<file path="config.mk">
export PLATFORM = sky130hd
export DESIGN_NAME = seg_credit_sched
export DESIGN_NICKNAME = d
export VERILOG_FILES = /design/src/rtl/seg_credit_pkg.sv /design/src/rtl/rr_pick.sv /design/src/rtl/retry_budget.sv /design/src/rtl/seg_credit_sched.sv
export SDC_FILE = /design/constraint.sdc
export NUM_CORES = 1
export LEC_CHECK = 0
export ABC_AREA = 1
export CAP_MARGIN = 40
export CORE_UTILIZATION = 35
export CTS_CLUSTER_SIZE = 25
export DETAILED_ROUTE_END_ITERATION = 8
export PLACE_DENSITY = 0.55
export SYNTH_ARGS = -nofsm -noshare
export SYNTH_HDL_FRONTEND = slang
export SYNTH_SLANG_ARGS = --single-unit
</file>
<file path="constraint.sdc">
create_clock -name clk_i -period 3.6 [get_ports clk_i]
set_input_delay 0.72 -clock clk_i [delete_from_list [all_inputs] [get_ports clk_i]]
set_output_delay 0.72 -clock clk_i [all_outputs]
set_load 0.02 [all_outputs]
</file>
<file path="src/rtl/seg_credit_pkg.sv">
package seg_credit_pkg;
  typedef enum logic [2:0] {
    CMPL_OK     = 3'b000,
    CMPL_CANCEL = 3'b111
  } cmpl_code_e;
endpackage

</file>
<file path="src/rtl/rr_pick.sv">
module rr_pick #(
  parameter int unsigned NQ = 4,
  localparam int unsigned QW = (NQ > 1) ? $clog2(NQ) : 1
) (
  input  logic [NQ-1:0] req_i,
  input  logic [QW-1:0] ptr_i,
  output logic          found_o,
  output logic [QW-1:0] idx_o
);
  logic [2*NQ-1:0] dbl;
  logic [NQ-1:0]   rot;
  logic [QW:0]     off;
  logic [QW:0]     sum;

  // rotate so that bit 0 is the queue under the pointer
  always_comb begin
    dbl = {req_i, req_i} >> ptr_i;
    rot = dbl[NQ-1:0];
  end

  always_comb begin
    off = '0;
    for (int i = NQ - 1; i >= 0; i--) begin
      if (rot[i]) off = (QW + 1)'(i);
    end
    sum = {1'b0, ptr_i} + off;
    if (sum >= (QW + 1)'(NQ)) sum = sum - (QW + 1)'(NQ);
    found_o = |req_i;
    idx_o   = sum[QW-1:0];
  end
endmodule

</file>
<file path="src/rtl/retry_budget.sv">
module retry_budget #(
  parameter int unsigned FIRST_TRIES = 256,
  parameter int unsigned LATER_TRIES = 65536,
  localparam int unsigned CW = (LATER_TRIES > 2) ? $clog2(LATER_TRIES) : 1
) (
  input  logic clk_i,
  input  logic rst_ni,
  input  logic clr_i,
  input  logic inc_i,
  input  logic first_i,
  output logic spent_o
);
  logic [CW-1:0] cnt_q;

  always_ff @(posedge clk_i or negedge rst_ni) begin
    if (!rst_ni)    cnt_q <= '0;
    else if (clr_i) cnt_q <= '0;
    else if (inc_i) cnt_q <= cnt_q + 1'b1;
  end

  // true on the attempt that uses up the budget
  assign spent_o = first_i ? (cnt_q == CW'(FIRST_TRIES - 1))
                           : (cnt_q == CW'(LATER_TRIES - 1));
endmodule

</file>
<file path="src/rtl/seg_credit_sched.sv">
module seg_credit_sched
  import seg_credit_pkg::*;
#(
  parameter int unsigned NQ          = 4,
  parameter int unsigned SEG_W       = 4,
  parameter int unsigned FIRST_TRIES = 256,
  parameter int unsigned LATER_TRIES = 65536,
  localparam int unsigned QW = (NQ > 1) ? $clog2(NQ) : 1
) (
  input  logic                       clk_i,
  input  logic                       rst_ni,
  input  logic [NQ-1:0]              msg_valid_i,
  input  logic [NQ-1:0][SEG_W-1:0]   seg_cnt_i,
  output logic                       credit_req_o,
  output logic [QW-1:0]              credit_queue_o,
  input  logic                       credit_gnt_i,
  output logic                       seg_valid_o,
  output logic [SEG_W-1:0]           seg_idx_o,
  output logic                       seg_last_o,
  output logic                       cmpl_we_o,
  output logic [QW-1:0]              cmpl_queue_o,
  output logic [2:0]                 cmpl_code_o
);
  logic             busy_q;
  logic [QW-1:0]    ptr_q, cur_q;
  logic [SEG_W-1:0] seg_q, last_q;
  logic             found;
  logic [QW-1:0]    pick;
  logic             spent, first_seg, starve, cancel, done_ok;
  logic [QW-1:0]    cur_nxt;

  rr_pick #(.NQ(NQ)) u_pick (
    .req_i   (msg_valid_i),
    .ptr_i   (ptr_q),
    .found_o (found),
    .idx_o   (pick)
  );

  retry_budget #(.FIRST_TRIES(FIRST_TRIES), .LATER_TRIES(LATER_TRIES)) u_budget (
    .clk_i   (clk_i),
    .rst_ni  (rst_ni),
    .clr_i   (!busy_q || credit_gnt_i || starve),
    .inc_i   (busy_q && !credit_gnt_i),
    .first_i (first_seg),
    .spent_o (spent)
  );

  always_comb begin
    first_seg = (seg_q == '0);
    starve    = busy_q && !credit_gnt_i && spent;
    cancel    = starve && !first_seg;
    done_ok   = busy_q && credit_gnt_i && (seg_q == last_q);
    cur_nxt   = (cur_q == QW'(NQ - 1)) ? '0 : cur_q + 1'b1;
  end

  assign credit_req_o   = busy_q;
  assign credit_queue_o = cur_q;
  assign seg_valid_o    = busy_q && credit_gnt_i;
  assign seg_idx_o      = seg_q;
  assign seg_last_o     = (seg_q == last_q);
  assign cmpl_we_o      = done_ok || cancel;
  assign cmpl_queue_o   = cur_q;
  assign cmpl_code_o    = cancel ? CMPL_CANCEL : CMPL_OK;

  always_ff @(posedge clk_i or negedge rst_ni) begin
    if (!rst_ni) begin
      busy_q <= 1'b0;
      ptr_q  <= '0;
      cur_q  <= '0;
      seg_q  <= '0;
      last_q <= '0;
    end else if (!busy_q) begin
      if (found) begin
        busy_q <= 1'b1;
        cur_q  <= pick;
        seg_q  <= '0;
        last_q <= seg_cnt_i[pick];
      end
    end else if (credit_gnt_i) begin
      if (seg_q == last_q) begin
        busy_q <= 1'b0;
        ptr_q  <= cur_nxt;
      end else begin
        seg_q  <= seg_q + 1'b1;
      end
    end else if (starve) begin
      // first segment: yield turn; later segment: cancelled
      busy_q <= 1'b0;
      ptr_q  <= cur_nxt;
    end
  end
endmodule

</file>
==> out/qor.yml, run 1 <==
skew_ns: 0.00675
clk_latency_ns: 0.27
overflow: 0
ioPinCount: 38
min_period_ns: 3.02
grt_max_degree: 30
layout_worst_path_cycle_share_pct: 83.9
critPathArrivalTime_ns: 2.30
r2r_setup_slack_ns: 1.44
clock.fmax_ghz: 0.331
syn_inst: 240
grt_pass1_vias: 1517
required_ns: 2.88
dieArea_sq_um: 5740
finalMaxSlewViolations: 0
cap_violations: 0
start_util_pct: 36.8
fin_util_pct: 46.9
clock_path_buffers: 2
drc: 0
cts_sinks: 29
syn-cell-area_sq_um: 1910
cts_resized: 0
setup_viol: 0
num_vias: 1607
cts-htree-levels: 2
multi_input_area_sq_um: 1030
post_cts_buffers: 0
antenna_left: 0
antenna_found_initial: 0
routed_wirelength_microns: 3810
cts_buffers: 5
critPathCaptureType: "primary output"
viasPerCell: 4.59
nFillCells: 510
ys_ff_latch: 29
rows: 26
cts_tree: "built"
synth_cell_types: 29
grt_usage_pct: 15.4
crit_type: "input pin to primary output"
cts_hold_buf: 0
p_leak_nw: 1.14
fin_tns_setup_ns: 0
drtIter0Drc: 54
syn_nets: 268
maxSlewHeadroom_pct: 72.0
tightest_slew_ns: 0.419
rsz0062_at_grt: "false"
port_buffers: 37
ff_latch_area_sq_um: 726
vdd_ir_drop_max_mv: 0.387
nNetsFinal: 307
status: "finished, final reports clean"
hold_class: "register to register"
dr.pass1.iters: 4
clk_pin_slew_ns: 0.06
fp.dieW_microns: 75.8
cts_root_buffer: "clkbuf_8"
hpwl_microns: 3000
fp.coreArea_sq_um: 5170
synth_warnings: 0
layout-drive-gt1-share_pct: 13.9
place_congestion: 0.769
die_h_microns: 75.8
cp-start-kind: "input pin"
hold_violations: 0
critPathMaxFanout: 4
antennaDiodeCount: 0
grt_pass1_wl_microns: 6640
yosysSeqAreaShare_pct: 38.1
area_growth_pct: 27.4
syn_area_per_cell_sq_um: 7.94
p_per_area_nw_per_um2: 713
wire_per_inst_microns: 10.9
[worst paths after layout]
kind / from / end / cells after the start
min in group asynchronous: rst_ni / u_budget.cnt_q[4]$_DFFE_PN0P_ / 2
hold / removal: u_budget.cnt_q[0]$_DFFE_PN0P_ / u_budget.cnt_q[0]$_DFFE_PN0P_ / 1
max in group asynchronous: rst_ni / last_q[0]$_DFFE_PN0P_ / 2
setup reg to reg: ptr_q[0]$_DFFE_PN0P_ / last_q[3]$_DFFE_PN0P_ / 11
hold reg to reg: u_budget.cnt_q[0]$_DFFE_PN0P_ / u_budget.cnt_q[0]$_DFFE_PN0P_ / 1
setup / recovery: credit_gnt_i / cmpl_code_o[2] / 6
[cell usage after synthesis, drive strengths merged]
| cell | instances | area share (%) |
|---|---|---|
| nand2 | 63 | 15 |
| nand3 | 32 | 9.6 |
| nor2 | 31 | 7.4 |
| dfrtp | 29 | 38 |
| inv | 27 | 5.3 |
| xor2 | 12 | 5.9 |
| mux2i | 8 | 4.2 |
| buf | 7 | 2.8 |
| nor3 | 7 | 2.6 |
| o21ai | 7 | 1.8 |
| ha | 5 | 3.3 |
| a21oi | 4 | 1.1 |
| nor3b | 3 | 1.4 |
| nand4 | 2 | 0.66 |
| a21boi | 1 | 0.39 |
| a31oi | 1 | 0.33 |
| nor4 | 1 | 0.33 |
[report_power, final]
part           total (mW)  leakage [nW]  internal (mW)  switching, mW
clock network       0.293        0.0542          0.172          0.120
registers           0.501         0.377          0.405         0.0958
logic               0.938         0.709          0.405          0.533
total                1.73          1.14          0.982          0.749
[layout make-up]
class                           instances  share of cell area [%]
Clock inverter                          1                   0.206
Tap cell                               70                    3.61
Sequential cell                        29                    29.9
Multi-Input combinational cell        177                    42.3
Clock buffer                            7                    3.97
Inverter                               27                    4.18
Timing Repair Buffer                   39                    15.9
[critical path, stage by stage]
cell,delay (ns)
clkdlybuf4s50_1,0.42
nor2_1,0.11
buf_4,0.15
nand3_2,0.10
nor2_1,0.17
clkdlybuf4s50_1,0.64
[sequential cells by signal (all words and copies together), names as in the netlist]
register        cells
cmpl_queue_o        2
credit_req_o        1
last_q              4
ptr_q               2
seg_idx_o           4
u_budget.cnt_q     16
[per-stage QoR]
stage	power (mW)	hold WS (ns)	std cells	cell area (sq um)	setup slack, ns
floorplan	1.20	0.424	240	1910	1.22
global placement	1.46	0.454	342	2330	0.617
detailed placement	1.46	0.460	342	2330	0.558
CTS	1.76	0.468	350	2430	0.555
global route	1.89	0.491	350	2430	0.423
finish	1.73	0.469	350	2430	0.580
[kinds of logic after synthesis]
family	synth area share, %
AND/OR/NAND/NOR	36.8
XOR/XNOR	5.91
adder cells (fa/ha/maj)	3.28
flip-flops	38.1
multiplexers	4.20
AO/OA/AOI/OAI	3.61
buffers and inverters	8.08
[per-layer routing]
metal | share of wire (%) | wire (microns) | track usage (%) | vias up
met2 | 49 | 1860 | 27.1 | 32
li1 | - | - | - | 844
met5 | 0 | 0 | 0 | -
met4 | 0.68 | 26 | 3.09 | 0
met3 | 4.8 | 181 | 4.50 | 5
met1 | 46 | 1740 | 18.6 | 726
[cells in the final DEF (no fill, tap or decap), drive strengths merged, types with 2 or more instances in the layout]
cell           instances
nand3                 32
nor3b                  3
nor3                   7
inv                   27
dfrtp                 29
xor2                  12
nand2                 63
clkbuf                 7
ha                     5
mux2i                  8
clkdlybuf4s50         37
o21ai                  7
nor2                  31
nand4                  2
buf                    2
a21oi                  4
Note: power is estimated with default switching activity, not from simulation.
==> inputs of run 2 (changes only) <==
Clock period 3.6 ns to 2.8 ns, I/O delays scaled along.
==> run 2 against run 1 <==
- design area is 0.31% higher
- final cell count is 0.29% higher
- critical path depth is 4 higher
- worst setup slack worse by 0.34 ns
- sequential share of layout area is 0.092 points lower
- worst hold slack worse by 0.0020 ns
==> out/qor.yml, run 2 (synthesis gave the netlist of run 1 again) <==
pwr-share-seq_pct: 27.7
antenna_left: 0
start_util_pct: 36.8
cp-start-kind: "register"
rr_startpoint: "ptr_q[0]$_DFFE_PN0P_"
hold_class: "register to register"
slowest_stage: "dfrtp_1"
rsz0062_at_grt: "false"
viasPerCell: 4.49
die_h_microns: 75.8
layout_worst_path_cycle_share_pct: 91.4
hold_depth: 1
port_buffers: 37
swShare_pct: 42.5
clock_path_buffers: 2
setup_ws_ns: 0.241
drc: 0
crit_type: "register to primary output"
crit_path_max_incr_delay_ns: 0.37
p_clk_share_pct: 14.9
hpwl_microns: 2980
cts-htree-levels: 2
cap_violations: 0
nNetsFinal: 309
fp.coreArea_sq_um: 5170
clock.fmax_ghz: 0.391
clk_pin_slew_ns: 0.06
clk_latency_ns: 0.27
overflow: 0
setup_viol: 0
dieArea_sq_um: 5740
cp_top_family: "simple AND/OR/NAND/NOR gates"
grt_pass1_wl_microns: 6420
final_common_cell: "nand2_1"
p_comb_share_pct: 57.4
cp-startpoint: "u_budget.cnt_q[0]$_DFFE_PN0P_"
p_int_mw: 1.31
finalPower_mw: 2.27
p_leak_nw: 1.16
num_vias: 1575
cts_buffers: 5
ff_latch_area_sq_um: 726
cts_tree: "built"
critPathCaptureType: "primary output"
routed_wirelength_microns: 3820
tightest_slew_ns: 0.372
grt_pass1_vias: 1506
worstRegToRegCells: 13
multi_input_area_sq_um: 1030
skew_ns: 0.00713
layout-drive-gt1-share_pct: 13.9
largest_register_ffs: 16
antenna_found_initial: 0
cts_hold_buf: 0
path_cells: "ha_1 > nand2_1 > inv_2 > nand2_2 > nor2_4 > nand2_2 > nor2_4 > nand3_2 > nor2_1 > dlygate4sd2_1"
fin_tns_setup_ns: 0
cts_sinks: 29
cp.depth: 10
p_per_area_nw_per_um2: 934
finalMaxSlewViolations: 0
antennaDiodeCount: 0
status: "finished, final reports clean"
area_growth_pct: 27.8
critPathMaxFanout: 4
dpl_worst_slack_ns: 0.136
rows: 26
cts_root_buffer: "clkbuf_8"
fin_util_pct: 47.1
drtIter0Drc: 51
layout_common_cells: "51 x nand2_1, 33 x clkdlybuf4s50_1, 29 x nand3_1, 29 x dfrtp_1, 27 x nor2_1"
place_congestion: 0.801
vdd_ir_drop_max_mv: 0.894
dr.pass1.iters: 4
critPathArrivalTime_ns: 2.00
grt_usage_pct: 14.9
cp_num_buf_inv: 2
fp.dieW_microns: 75.8
post_cts_buffers: 0
largest_register: "u_budget.cnt_q"
hold_violations: 0
min_period_ns: 2.56
power.switching_mw: 0.966
wire_per_inst_microns: 10.9
ioPinCount: 38
nFillCells: 535
required_ns: 2.24
maxSlewHeadroom_pct: 75.2
grt_max_degree: 30
hold_start: "u_budget.cnt_q[0]$_DFFE_PN0P_"
cts_resized: 4
[run 2: cell count changes in the layout (fill, tap and decap cells not counted), sizes merged]
| cell | change |
|---|---|
| dlygate4sd2 | +4 |
| buf | +2 |
| clkdlybuf4s50 | -4 |
| clkinv | -1 |
[run 2: per-layer routing]
metal	GRT usage, %	up-vias	part of all wire, %
li1	-	843	-
met1	17.7	697	46
met2	26.5	31	49
met3	4.50	4	4.4
met4	3.09	0	0.50
met5	0	-	0
[run 2: final timing paths]
check / endpoint / slack, ns
hold / removal: u_budget.cnt_q[0]$_DFFE_PN0P_ / 0.47
min in group asynchronous: u_budget.cnt_q[6]$_DFFE_PN0P_ / 0.67
setup reg to reg: last_q[0]$_DFFE_PN0P_ / 0.69
max in group asynchronous: u_budget.cnt_q[12]$_DFFE_PN0P_ / 1.85
setup / recovery: cmpl_code_o[2] / 0.24
hold reg to reg: u_budget.cnt_q[0]$_DFFE_PN0P_ / 0.47
[run 2: power groups by stage]
stage	clock network [mW]	registers, mW	logic, mW
global route	0.368	0.652	1.45
CTS	0.355	0.634	1.32
finish	0.340	0.630	1.30
floorplan	0	0.681	0.857
detailed placement	0	0.641	1.32
global placement	0	0.641	1.32
[run 2: layout make-up]
cell class | instances | share of cell area, %
inverters | 27 | 4.16
clock buffers | 7 | 3.55
flip-flops and latches | 29 | 29.8
multi-input cells | 177 | 42.1
well taps | 70 | 3.60
repair buffers | 41 | 16.8
[run 2: per-stage QoR]
step	cell area (sq um)	hold slack (ns)	instances
after floorplan	1910	0.264	240
after global placement	2350	0.454	344
after detailed placement	2350	0.456	344
after CTS	2430	0.464	351
after global routing	2430	0.505	351
final	2430	0.467	351
